==> src/rtl/prb_pkg.sv <==
package prb_pkg;
  typedef enum logic {
    PRB_PASS  = 1'b0,
    PRB_DELAY = 1'b1
  } prb_mode_e;
endpackage

==> src/rtl/prb_src_gather.sv <==
module prb_src_gather #(
  parameter int NP     = 3,
  parameter int SIDE   = 0,
  parameter int WORD_W = 17,
  localparam int NSRC  = 3 * NP + 2
) (
  input  logic [WORD_W-1:0]        core_a,
  input  logic [WORD_W-1:0]        core_b,
  input  logic [4*NP*WORD_W-1:0]   port_in,
  output logic [NSRC*WORD_W-1:0]   src_flat
);
  assign src_flat[0 +: WORD_W]      = core_a;
  assign src_flat[WORD_W +: WORD_W] = core_b;

  for (genvar s = 0; s < 4; s++) begin : g_side
    if (s != SIDE) begin : g_used
      localparam int SLOT_SIDE = (s < SIDE) ? s : s - 1;
      for (genvar p = 0; p < NP; p++) begin : g_port
        localparam int SLOT = 2 + SLOT_SIDE * NP + p;
        assign src_flat[SLOT*WORD_W +: WORD_W] = port_in[(s*NP+p)*WORD_W +: WORD_W];
      end
    end
  end
endmodule

==> src/rtl/prb_route_mux.sv <==
module prb_route_mux #(
  parameter int NSRC   = 11,
  parameter int SEL_W  = 4,
  parameter int WORD_W = 17
) (
  input  logic [SEL_W-1:0]       sel,
  input  logic [NSRC*WORD_W-1:0] src_flat,
  output logic [WORD_W-1:0]      sel_word
);
  always_comb begin
    sel_word = '0;
    for (int i = 0; i < NSRC; i++) begin
      if (int'(sel) == i) sel_word = src_flat[i*WORD_W +: WORD_W];
    end
  end
endmodule

==> src/rtl/prb_delay_stage.sv <==
module prb_delay_stage #(
  parameter int WORD_W = 17
) (
  input  logic              clk,
  input  logic              rst_n,
  input  logic              en,
  input  logic [WORD_W-1:0] d,
  output logic [WORD_W-1:0] q
);
  logic [WORD_W-1:0] q_r, q_nxt;

  always_comb begin
    q_nxt = q_r;
    if (en) q_nxt = d;
  end

  always_ff @(posedge clk or negedge rst_n) begin
    if (!rst_n) q_r <= '0;
    else        q_r <= q_nxt;
  end

  assign q = q_r;
endmodule

==> src/rtl/port_route_box.sv <==
module port_route_box
  import prb_pkg::*;
#(
  parameter int NP     = 3,
  parameter int SIDE   = 0,
  parameter int DATA_W = 16,
  localparam int WORD_W = DATA_W + 1,
  localparam int NSRC   = 3 * NP + 2,
  localparam int SEL_W  = $clog2(NSRC),
  localparam int CFG_W  = SEL_W + 1
) (
  input  logic                     clk,
  input  logic                     rst_n,
  input  logic [CFG_W-1:0]         cfg,
  input  logic [WORD_W-1:0]        core_a,
  input  logic [WORD_W-1:0]        core_b,
  input  logic [4*NP*WORD_W-1:0]   port_in,
  output logic [WORD_W-1:0]        port_out
);
  logic [NSRC*WORD_W-1:0] src_flat;
  logic [WORD_W-1:0]      sel_word;
  logic [WORD_W-1:0]      dly_word;
  prb_mode_e              mode;

  assign mode = prb_mode_e'(cfg[SEL_W]);

  prb_src_gather #(.NP(NP), .SIDE(SIDE), .WORD_W(WORD_W)) u_gather (
    .core_a   (core_a),
    .core_b   (core_b),
    .port_in  (port_in),
    .src_flat (src_flat)
  );

  prb_route_mux #(.NSRC(NSRC), .SEL_W(SEL_W), .WORD_W(WORD_W)) u_mux (
    .sel      (cfg[SEL_W-1:0]),
    .src_flat (src_flat),
    .sel_word (sel_word)
  );

  prb_delay_stage #(.WORD_W(WORD_W)) u_dly (
    .clk   (clk),
    .rst_n (rst_n),
    .en    (mode == PRB_DELAY),
    .d     (sel_word),
    .q     (dly_word)
  );

  assign port_out = (mode == PRB_DELAY) ? dly_word : sel_word;
endmodule

==> config.mk <==
export PLATFORM = sky130hd
export DESIGN_NAME = port_route_box
export DESIGN_NICKNAME = d
export VERILOG_FILES = /design/src/rtl/prb_pkg.sv /design/src/rtl/prb_src_gather.sv /design/src/rtl/prb_route_mux.sv /design/src/rtl/prb_delay_stage.sv /design/src/rtl/port_route_box.sv
export SDC_FILE = /design/constraint.sdc
export NUM_CORES = 1
export LEC_CHECK = 0
export ABC_AREA = 1
export BUFFER_PORTS_ARGS = -buffer_cell sky130_fd_sc_hd__buf_2
export CELL_PAD_IN_SITES_DETAIL_PLACEMENT = 1
export CELL_PAD_IN_SITES_GLOBAL_PLACEMENT = 1
export CORE_MARGIN = 4
export CORE_UTILIZATION = 19
export CTS_BUF_LIST = sky130_fd_sc_hd__clkbuf_2
export DETAILED_ROUTE_END_ITERATION = 16
export HOLD_SLACK_MARGIN = 0.1
export PLACE_DENSITY = 0.76
export SKIP_LAST_GASP = 1
export SLEW_MARGIN = 20
export SYNTH_ARGS = -nofsm -noshare
export SYNTH_HDL_FRONTEND = slang
export SYNTH_SLANG_ARGS = --single-unit
==> constraint.sdc <==
create_clock -name clk -period 1.8 [get_ports clk]
set_clock_uncertainty 0.1 [all_clocks]
set_input_delay 0.36 -clock clk [delete_from_list [all_inputs] [get_ports clk]]
set_output_delay 0.36 -clock clk [all_outputs]
set_load 0.02 [all_outputs]
After elaboration in Yosys (flattened, before gate mapping)
Index checks and enable logic that the tools add are counted.
{"block": "totals", "ff_bits": 17, "output_inout_bits": 17, "wordCells": 24}
{"block": "op_classes", "eq_ne": 10, "muxes": 12, "reduce_logical": 1}
{"operator": "17-bit two-way mux", "n": 12}
{"operator": "4-bit == test, second input constant", "n": 7}
{"operator": "4-bit by 3-bit == test with 1-bit output, second input constant", "n": 2}
{"operator": "4-bit by 2-bit == test with 1-bit output, second input constant", "n": 1}
{"operator": "4-bit logical NOT", "n": 1}

Longest topological paths before layout
Gate-level depths: netlist of run 1.
{"block": "depth", "ltp_word": 13, "ltp_mapped": 12, "ltp_nobuf": 12}

Cells and area by module
Synthesis of run 1 repeated with hierarchy kept, for this count alone.
{"block": "unflattened", "cells_unflattened": 659, "hier_area_um2": 3931.3}
{"module": "prb_route_mux", "instances": 1, "cells_each": 345, "area_per_inst_um2": 1591.5}
{"module": "prb_src_gather", "instances": 1, "cells_each": 187, "area_per_inst_um2": 1403.8}
{"module": "prb_delay_stage", "instances": 1, "cells_each": 72, "area_per_inst_um2": 680.7}
{"module": "port_route_box", "instances": 1, "cells_each": 55, "area_per_inst_um2": 255.2}

Worst setup path after synthesis of run 1
OpenSTA, ideal clock, no wires.
{"block": "synth_timing", "path_type": "in2out", "start": "input port cfg[3]", "end": "output port port_out[16]", "t_arrival_ns": 1.506, "slack_ns": -0.166, "stages": 10, "path_cell_list": "nor2_1 -> clkbuf_1 -> nand3_1 -> nand4_1 -> nor2_1 -> nand4_1 -> nand2_1 -> nand3_1 -> nand2_1 -> nand2_1"}
{"block": "synth_via", "elab_chain_len": 13}
{"element": "from (decl)", "line": "port_route_box.sv:14", "rtl": "input logic [CFG_W-1:0] cfg,"}
{"element": "4-bit logical NOT", "line": "prb_route_mux.sv:13", "rtl": "if (int'(sel) == i) sel_word = src_flat[i*WORD_W +: WORD_W];"}
{"element": "17-bit two-way mux (10 in series)", "line": "prb_route_mux.sv:13"}
{"element": "17-bit two-way mux (*)", "line": "prb_route_mux.sv:13"}
{"element": "17-bit two-way mux (*)", "line": "port_route_box.sv:48", "rtl": "assign port_out = (mode == PRB_DELAY) ? dly_word : sel_word;"}
{"element": "to (decl)", "line": "port_route_box.sv:18", "rtl": "output logic [WORD_W-1:0] port_out"}
Every way passes the cells marked *; elsewhere a longest branch is shown, timed or not.

Worst setup path after layout of run 1
{"block": "layout_timing", "start": "input port cfg[3]", "end": "output port port_out[7]"}
The elaborated chain is that of the path after synthesis.

==> summary.txt, run 1 <==
Placement
  • Post-DP HPWL: 11410 um
  • Routability cong.: 0.7732
  • IO Port Bufs: 210
  • Worst slack, placed: -0.5802 ns
  • Placed cell count: 873
  • Placed Area: 4168 um2

Synthesis
  • Synth top area cells: nand2_1 (32%), dfrtp_1 (17%), nand3_1 (14%)
  • Flops & latches, synth: 17
  • Syn. warnings: 0
  • Synth top area share: 0.3245
  • Area leader, netlist: nand2_1
  • Seq/Total Area, Yosys: 0.1703
  • Number of distinct library cells after synthesis: 25
  • Cells after synthesis: 474
  • Mapped cell area: 2499 um2
  • Post-Syn Nets: 719
  • Most used DFF post-synth: dfrtp_1
  • Post-synth EDFFs: 0
  • Syn avg cell area: 5.271 um2
  • Synth async-reset ratio: 1.000

Drt
  • Post-Route WL: 15110 um
  • Metal2 WL: 7655 um
  • Max layer used: met5
  • Wl on met1: 6036 um
  • ANT nets after route: 0
  • 1st-pass router iterations: 4
  • Initial DRC count: 147
  • Metal3 WL: 1093 um
  • Via density: 4.614
  • Residual DRC: 0
  • Detailed-route via count: 4176
  • Post-DR wirelength/cell: 16.70 um

Outcome
  • Failing checks: setup timing
  • Status: complete, but fails checks

CTS
  • Clock-pin slew on the worst setup and hold paths: 0.17 ns
  • Max Root-Sink Buffers: 2
  • CTS tree: yes
  • Htree depth: 1
  • CTS buffer count: 3
  • # clock sinks: 17
  • Clk Latency, worst-skew pair: 0.31 ns
  • Root Buffer: clkbuf_2

Min path
  • Hold crit path type: primary input to flip-flop

Global route
  • Global-route wire length before repair: 21570 um
  • Initial antenna violation count: 2
  • Total grt overflow: 0
  • GRT Resource Usage Total: 0.1802
  • Vias in the first global route: 4243
  • Pin count of the biggest net entering global routing: 35

Floorplan
  • Die ar.: 15050 um2
  • Die Y: 122.7 um
  • Initial Utilization: 0.1964
  • Placement row count: 41
  • Die width: 122.7 um
  • I/O pins: 262
  • Core area: 12720 um2

Layout
  • Layout cells sized above 1: 0.5048
  • Final Cell Area: 4876 um2
  • Fin cells: 905
  • Max FFs per register: 17
  • Area delta synth->final: 95.14%
  • Fillcell total: 1743
  • Number of diodes: 0
  • Final nets: 979

Timing
  • Setup violators final: 18
  • F_max: 0.4375 GHz
  • Transition time of the tightest slew-check pin: 0.4158 ns
  • Slew headroom: 0.7228
  • Setup TNS: -7.735 ns
  • Final WS setup: -0.4857 ns
  • Final worst path period share: 1.270
  • Min Tclk post-route: 2.286 ns
  • Final max-slew violation count: 0
  • RSZ-0062 raised after global routing: yes
  • Final hold violations: 0

Power and ir drop
  • Power Dens Cells: 365.8 nW/um2
  • P_leak: 0.002600 uW
  • Peak VDD IR: 0.3211 mV
  • Pwr Total: 1783 uW

Setup path
  • Critical Path RT: 1.34 ns
  • Startpoint type of the worst setup path: primary input
  • WP data arrival: 1.83 ns
  • Largest fanout on the critical path: 6
  • Crit end category: output pin
  • Worst Setup Path Type: primary input to output pin

Flow run
  • Number of max-cap violations: 0
path summary, 6_finish.rpt:
path                                   startpoint                      end  slack (ns)  cells after the start
min in group asynchronous                   rst_n  u_dly.q[15]$_DFFE_PN0P_        0.39                      2
hold reg to reg            u_dly.q[0]$_DFFE_PN0P_   u_dly.q[0]$_DFFE_PN0P_        0.41                      2
hold / removal                       port_in[186]  u_dly.q[16]$_DFFE_PN0P_        0.27                      5
setup / recovery                           cfg[3]              port_out[7]       -0.49                     13
setup reg to reg           u_dly.q[7]$_DFFE_PN0P_   u_dly.q[7]$_DFFE_PN0P_        1.06                      2
max in group asynchronous                   rst_n   u_dly.q[4]$_DFFE_PN0P_        0.92                      2
per-layer routing:
metal / track usage / up-vias
li1: - / 2046
met1: 0.2285 / 1923
met3: 0.02212 / 25
met5: 0 / -
met4: 0.03219 / 4
met2: 0.3287 / 178
cells by family after synthesis:
kind of cell,count (synthesis),synth area share
DFF,17,0.1703
buffers and inverters,59,0.1062
and+or+nand+nor,378,0.6835
AOI/OAI and AO/OA,20,0.04006
worst max-delay path, cell delays in order:
cell and delay [ns]:
buf_8 0.10, nor2_4 0.22, buf_6 0.19, clkbuf_16 0.15, nand3_1 0.09, nand3_1 0.09
nor2_1 0.04, nand4_1 0.14, nand2_2 0.10, nand4_4 0.07, nand2_1 0.07, nand2_2 0.06
buf_6 0.11
Yosys cell counts, types with 6 or more instances:
master   count
nand4_2      6
or2_0        6
nand3_1     70
nor2_1      37
or2_2        6
buf_2       14
dfrtp_1     17
nand2_1    216
inv_1       31
a21oi_1     15
nand4_1     26
stage by stage:
step	hold WS [ns]	util
after detailed placement	0.2115	0.3276
after global placement	0.2084	0.3276
after global routing	0.2902	0.3833
final	0.2707	0.3833
after CTS	0.2825	0.3575
after floorplan	-0.03559	-
cell usage in the layout (no fill, tap or decap):
cell type / n
dlygate4sd3_1: 1
nand4_2: 4
buf_2: 190
inv_1: 29
a21oi_1: 15
nand2_1: 190
nor2_8: 1
or2_2: 6
nor2_4: 9
nand3_4: 1
nor3b_2: 1
clkbuf_2: 4
clkinv_1: 2
nor3b_1: 1
buf_12: 14
nor2_2: 10
buf_6: 20
nand2_8: 1
buf_16: 2
o21ai_1: 4
nand4_1: 26
or2_0: 6
clkbuf_16: 2
inv_4: 3
buf_4: 46
nor2_1: 24
nand3_1: 47
buf_8: 4
o21ai_0: 1
nand2_2: 27
dfrtp_1: 17
nand3_2: 22
nand4_4: 2
inv_2: 1
what timing repair did:
action / CTS / global route
gates cloned: 4 / 2
gates resized for setup: 50 / 59
hold buffers: 1 / 0
pin swaps: 18 / 44
endpoints found under the hold margin: 17 / 0
setup buffers: 11 / 12
endpoints found under the setup margin: 17 / 19
where the power goes:
part           internal [uW]  leakage [uW]  switching [uW]
sequential               435      0.000218            28.0
clock                   58.9     0.0000166             126
combinational            566       0.00237             569
total                   1060       0.00260             723
layout make-up:
cell class	count	area, um2	area share
multi-input combinational	398	2100	0.4306
timing repair buffer	279	1977	0.4054
sequential	17	425.4	0.08725
tap	172	215.2	0.04414
inverter	35	138.9	0.02848
clock buffer	4	20.02	0.004106
(Power assumes the default switching activity.)
==> run 2, diff against run 1 <==
--- a/config.mk
+++ b/config.mk
@@ -14,7 +14,7 @@
 export CTS_BUF_LIST = sky130_fd_sc_hd__clkbuf_2
 export DETAILED_ROUTE_END_ITERATION = 16
 export HOLD_SLACK_MARGIN = 0.1
-export PLACE_DENSITY = 0.76
+export PLACE_DENSITY = 0.84
 export SKIP_LAST_GASP = 1
 export SLEW_MARGIN = 20
 export SYNTH_ARGS = -nofsm -noshare
==> summary.txt, run 2 (same netlist as run 1, synthesis figures left out) <==
Outcome
  • Status: complete, but fails checks
  • Failing checks: setup timing

Power and ir drop
  • Pint: 1058 uW
  • P_leak: 0.002615 uW
  • Switching Share: 0.4123
  • Clock power frac: 0.099
  • Power Dens Cells: 370.3 nW/um2
  • Combinational Power Share: 0.643
  • Sequential Power Share: 0.259
  • Switch Pwr: 742.1 uW
  • Peak VDD IR: 0.3832 mV

Timing
  • Min Tclk post-route: 2.298 ns
  • Final max-slew violation count: 0
  • Final hold slack: 0.3108 ns
  • Final worst path period share: 1.277
  • Final hold violations: 0
  • RSZ-0062 raised after global routing: yes
  • Transition time of the tightest slew-check pin: 0.4024 ns
  • Setup violators final: 19
  • Final WS setup: -0.4980 ns
  • F_max: 0.4352 GHz
  • Slew headroom: 0.7318

CTS
  • # clock sinks: 17
  • Root Buffer: clkbuf_2
  • Clock-pin slew on the worst setup and hold paths: 0.18 ns
  • Max Root-Sink Buffers: 2
  • Htree depth: 1
  • CTS tree: yes
  • CTS buffer count: 3
  • Clk Latency, worst-skew pair: 0.29 ns

Setup path
  • R2R Setup Slk: 1.05 ns
  • Worst Setup Path Type: primary input to output pin
  • Largest stage delay, worst path: 0.16 ns
  • Crit path buf inv count: 5
  • Largest fanout on the critical path: 7
  • Crit-path slowest cell: nor2_4
  • WP data arrival: 1.84 ns
  • Startpoint type of the worst setup path: primary input
  • Crit end category: output pin
  • CP Cell Sequence: buf_12 -> buf_6 -> nor2_4 -> buf_12 -> buf_16 -> nand3_1 -> nand3_2 -> nor2_4 -> nand4_1 -> nand2_1 -> nand4_1 -> nand2_1 -> nand2_2 -> buf_6
  • Critical Path RT: 1.34 ns
  • Delay-heaviest family, CP: simple AND/OR/NAND/NOR gates

Layout
  • Max FFs per register: 17
  • Final nets: 987
  • Register area: 425.4 um2
  • Fillcell total: 1716
  • Commonest non-fill, non-tap cell in the layout: buf_2
  • Multi-input gate area: 2101 um2
  • Most frequent cells in the layout: buf_2 (191), nand2_1 (188), buf_4 (57)
  • Layout cells sized above 1: 0.5115
  • Area delta synth->final: 94.54%

Drt
  • Detailed-route via count: 4251
  • 1st-pass router iterations: 4
  • Post-DR wirelength/cell: 16.89 um
  • Post-Route WL: 15450 um
  • ANT nets after route: 0
  • Via density: 4.646
  • Initial DRC count: 153
  • Residual DRC: 0

Floorplan
  • Die Y: 122.7 um
  • Initial Utilization: 0.1964
  • Placement row count: 41
  • Core area: 12720 um2
  • I/O pins: 262
  • Die ar.: 15050 um2
  • Die width: 122.7 um

Placement
  • Post-DP HPWL: 11920 um
  • IO Port Bufs: 210
  • Worst slack, placed: -0.5437 ns
  • Routability cong.: 0.8776

Flow run
  • Number of max-cap violations: 0

Global route
  • Initial antenna violation count: 3
  • Total grt overflow: 0
  • Global-route wire length before repair: 22630 um
  • Pin count of the biggest net entering global routing: 35
  • Vias in the first global route: 4506
  • GRT Resource Usage Total: 0.1913

Min path
  • Hold crit path type: primary input to flip-flop
run 2: final cells by class:
| class | count | share of cell area |
|---|---|---|
| multi-input cells | 398 | 0.4322 |
| repair buffers | 287 | 0.4023 |
| flip-flops and latches | 17 | 0.08752 |
| well taps | 172 | 0.04427 |
| inverters | 35 | 0.02857 |
| clock buffers | 3 | 0.003089 |
| clock inverters | 1 | 0.001030 |
| diodes | 2 | 0.001030 |
run 2: final timing paths:
| path | cells past startpoint | start | end |
|---|---|---|---|
| worst max-delay path | 14 | cfg[0] | port_out[4] |
| worst min-delay path | 5 | port_in[181] | u_dly.q[11]$_DFFE_PN0P_ |
| worst max register to register | 2 | u_dly.q[16]$_DFFE_PN0P_ | u_dly.q[16]$_DFFE_PN0P_ |
| worst min register to register | 2 | u_dly.q[8]$_DFFE_PN0P_ | u_dly.q[8]$_DFFE_PN0P_ |
| max in group asynchronous | 2 | rst_n | u_dly.q[3]$_DFFE_PN0P_ |
| min in group asynchronous | 2 | rst_n | u_dly.q[14]$_DFFE_PN0P_ |
run 2: worst register-to-register path, delay by kind of cell (launching register included):
kind	cells	cell delay, ns
flip-flops	1	0.44
AND/OR/NAND/NOR	2	0.14
run 2: metal layers:
layer  part of all wire  wire (um)  global-route usage  vias to the layer above
met3              0.081       1251             0.03641                       41
met5             0.0016         25                   0                        -
met1               0.37       5792              0.2151                     1944
met4              0.035        538             0.06508                        4
met2               0.51       7843              0.3577                      200
li1                   -          -                   -                     2062
run 2: power groups by stage:
stage                     combinational [uW]  clock [uW]  sequential (uW)
after detailed placement                 912           0              472
after global placement                   898           0              469
after CTS                               1110         179              464
after global routing                    1270         201              473
final                                   1160         178              465
after floorplan                          423           0              464
run 2: timing repair:
action	4_1_cts	5_1_grt
hold buffers	1	0
buffers inserted	31	1
cloned	2	0
setup endpoints to repair	17	20
resized for setup	65	46
pin swaps	37	41
hold endpoints to repair	17	0
run 2: through the flow:
| stage | total power (uW) | std cells | setup TNS, ns | instance area (um2) | utilization |
|---|---|---|---|---|---|
| after floorplan | 886.5 | 474 | -0.01565 | 2586 | - |
| after global placement | 1367 | 880 | -9.585 | 4195 | 0.3298 |
| after detailed placement | 1384 | 880 | -10.79 | 4195 | 0.3298 |
| after CTS | 1759 | 918 | -7.921 | 4720 | 0.3710 |
| after global routing | 1939 | 914 | -9.725 | 4858 | 0.3819 |
| final | 1800 | 915 | -7.629 | 4861 | 0.3821 |
==> run 3, diff against run 2 <==
--- a/config.mk
+++ b/config.mk
@@ -9,12 +9,14 @@
 export BUFFER_PORTS_ARGS = -buffer_cell sky130_fd_sc_hd__buf_2
 export CELL_PAD_IN_SITES_DETAIL_PLACEMENT = 1
 export CELL_PAD_IN_SITES_GLOBAL_PLACEMENT = 1
+export CORE_ASPECT_RATIO = 1.4
 export CORE_MARGIN = 4
 export CORE_UTILIZATION = 19
 export CTS_BUF_LIST = sky130_fd_sc_hd__clkbuf_2
 export DETAILED_ROUTE_END_ITERATION = 16
 export HOLD_SLACK_MARGIN = 0.1
 export PLACE_DENSITY = 0.84
+export RECOVER_POWER = 50
 export SKIP_LAST_GASP = 1
 export SLEW_MARGIN = 20
 export SYNTH_ARGS = -nofsm -noshare
==> constraint.sdc (replaced) <==
create_clock -name clk -period 1.93 [get_ports clk]
set_clock_uncertainty 0.1 [all_clocks]
set_input_delay 0.386 -clock clk [delete_from_list [all_inputs] [get_ports clk]]
set_output_delay 0.386 -clock clk [all_outputs]
set_load 0.02 [all_outputs]
==> summary.txt, run 3 (same netlist as run 1, synthesis figures left out) <==
Outcome
  • Status: complete, but fails checks
  • Failing checks: setup timing

Layout
  • Final Cell Area: 5365 um2
  • Most frequent cells in the layout: buf_2 (189), nand2_1 (186), buf_4 (70)
  • Commonest non-fill, non-tap cell in the layout: buf_2
  • Area delta synth->final: 114.7%
  • Layout cells sized above 1: 0.5764
  • Max FFs per register: 17
  • Core Util, Final: 0.4167
  • Fin cells: 927
  • Final nets: 1018

Timing
  • Transition time of the tightest slew-check pin: 0.9985 ns
  • F_max: 0.4134 GHz
  • Slew headroom: 0.3343
  • Setup violators final: 20
  • Final worst path period share: 1.253
  • Final hold violations: 0
  • Final WS setup: -0.4888 ns
  • RSZ-0062 raised after global routing: yes
  • Final max-slew violation count: 0
  • Min Tclk post-route: 2.419 ns

Drt
  • Post-DR wirelength/cell: 18.58 um
  • Residual DRC: 0
  • Post-Route WL: 17220 um
  • 1st-pass router iterations: 4
  • Via density: 4.826
  • ANT nets after route: 0
  • Initial DRC count: 178
  • Detailed-route via count: 4474

CTS
  • Max Root-Sink Buffers: 2
  • Root Buffer: clkbuf_2
  • CTS tree: yes
  • Clock-pin slew on the worst setup and hold paths: 0.17 ns
  • # clock sinks: 17
  • Clk Latency, worst-skew pair: 0.32 ns
  • Htree depth: 1
  • CTS buffer count: 3

Floorplan
  • Initial Utilization: 0.1941
  • Die width: 104.9 um
  • Core area: 12870 um2
  • Placement row count: 49
  • Die Y: 143.7 um
  • Die ar.: 15080 um2
  • I/O pins: 262

Setup path
  • Delay-heaviest family, CP: simple AND/OR/NAND/NOR gates
  • Largest fanout on the critical path: 4
  • Critical Path RT: 1.44 ns
  • WP data arrival: 1.93 ns
  • Startpoint type of the worst setup path: primary input
  • Crit end category: output pin
  • CP Cell Sequence: buf_8 -> nor2_4 -> buf_12 -> buf_4 -> nand3_1 -> nand2_1 -> nor2_2 -> nand4_1 -> nor2_2 -> nand4_1 -> nand3_1 -> nand2_2 -> buf_6
  • Crit path buf inv count: 4
  • Largest stage delay, worst path: 0.18 ns
  • Worst Setup Path Type: primary input to output pin
  • Crit-path slowest cell: nand4_1

Placement
  • Placed Area: 4188 um2
  • Placed cell count: 863
  • Post-DP HPWL: 11410 um
  • IO Port Bufs: 210
  • Routability cong.: 0.7859

Global route
  • Most used routing layer: met2
  • Global-route wire length before repair: 22630 um
  • Initial antenna violation count: 1
  • GRT Resource Usage Total: 0.1879
  • M1 GR Usage: 0.1935
  • Grt met2 use: 0.3842
  • Pin count of the biggest net entering global routing: 23
  • Met3 GRT Util: 0.02337
  • Vias in the first global route: 4478
  • Total grt overflow: 0

Power and ir drop
  • P_leak: 0.002878 uW
  • Peak VDD IR: 0.3592 mV
  • Pwr Total: 1836 uW
  • Power Dens Cells: 342.2 nW/um2

Flow run
  • Number of max-cap violations: 0

Min path
  • Hold crit path type: primary input to flip-flop
run 3: changes by cell type in the layout (fill, tap and decap cells not counted), sizes merged:
cell	before	now
clkinv	3	2
clkbuf	3	5
buf	286	316
run 3: what timing repair did:
action,CTS,global route
setup buffers,38,23
hold buffers,1,0
hold endpoints to repair,17,0
gates resized for setup,87,105
pin swaps,46,83
endpoints found under the setup margin,17,20
cloned,2,1
run 3: worst paths after layout:
kind | slack [ns] | cells after the start | start | endpoint
setup / recovery | -0.49 | 13 | cfg[2] | port_out[13]
hold / removal | 0.27 | 5 | port_in[193] | u_dly.q[6]$_DFFE_PN0P_
setup reg to reg | 1.19 | 2 | u_dly.q[14]$_DFFE_PN0P_ | u_dly.q[14]$_DFFE_PN0P_
hold reg to reg | 0.41 | 2 | u_dly.q[13]$_DFFE_PN0P_ | u_dly.q[13]$_DFFE_PN0P_
max in group asynchronous | 0.53 | 2 | rst_n | u_dly.q[0]$_DFFE_PN0P_
min in group asynchronous | 0.60 | 2 | rst_n | u_dly.q[11]$_DFFE_PN0P_
run 3: metal layers:
layer	routed length, um	part of all wire	vias up
li1	-	-	2119
met4	560	0.033	0
met5	0	0	-
met3	723	0.042	41
met2	10030	0.58	143
met1	5909	0.34	2171
run 3: worst register-to-register path, stage by stage, from the launching register on:
cell     delay, ns
dfrtp_1       0.42
nand2_1       0.07
nand2_1       0.06
run 3: area by class of cell:
class | instances | area [um2]
well taps | 153 | 191.4
clock buffers | 4 | 20.02
fillers | 1689 | 7510
repair buffers | 318 | 2298
multi-input cells | 398 | 2280
flip-flops and latches | 17 | 425.4
diodes | 2 | 5.005
inverters | 35 | 145.1
run 3: where the power goes:
part / internal (uW) / leakage (uW) / total (uW) / switching (uW)
clock network: 54.8 / 0.0000166 / 184 / 129
logic: 624 / 0.00264 / 1220 / 595
registers: 406 / 0.000218 / 433 / 27.1
total: 1080 / 0.00288 / 1840 / 751
run 3: per-stage QoR:
step	hold slack (ns)	setup TNS (ns)	setup WS [ns]
floorplan	-0.009591	0	0.01721
detailed placement	0.2545	-7.845	-0.4663
global placement	0.2477	-7.920	-0.4766
global route	0.2733	-9.156	-0.6002
finish	0.2702	-7.233	-0.4888
CTS	0.2540	-6.279	-0.3631
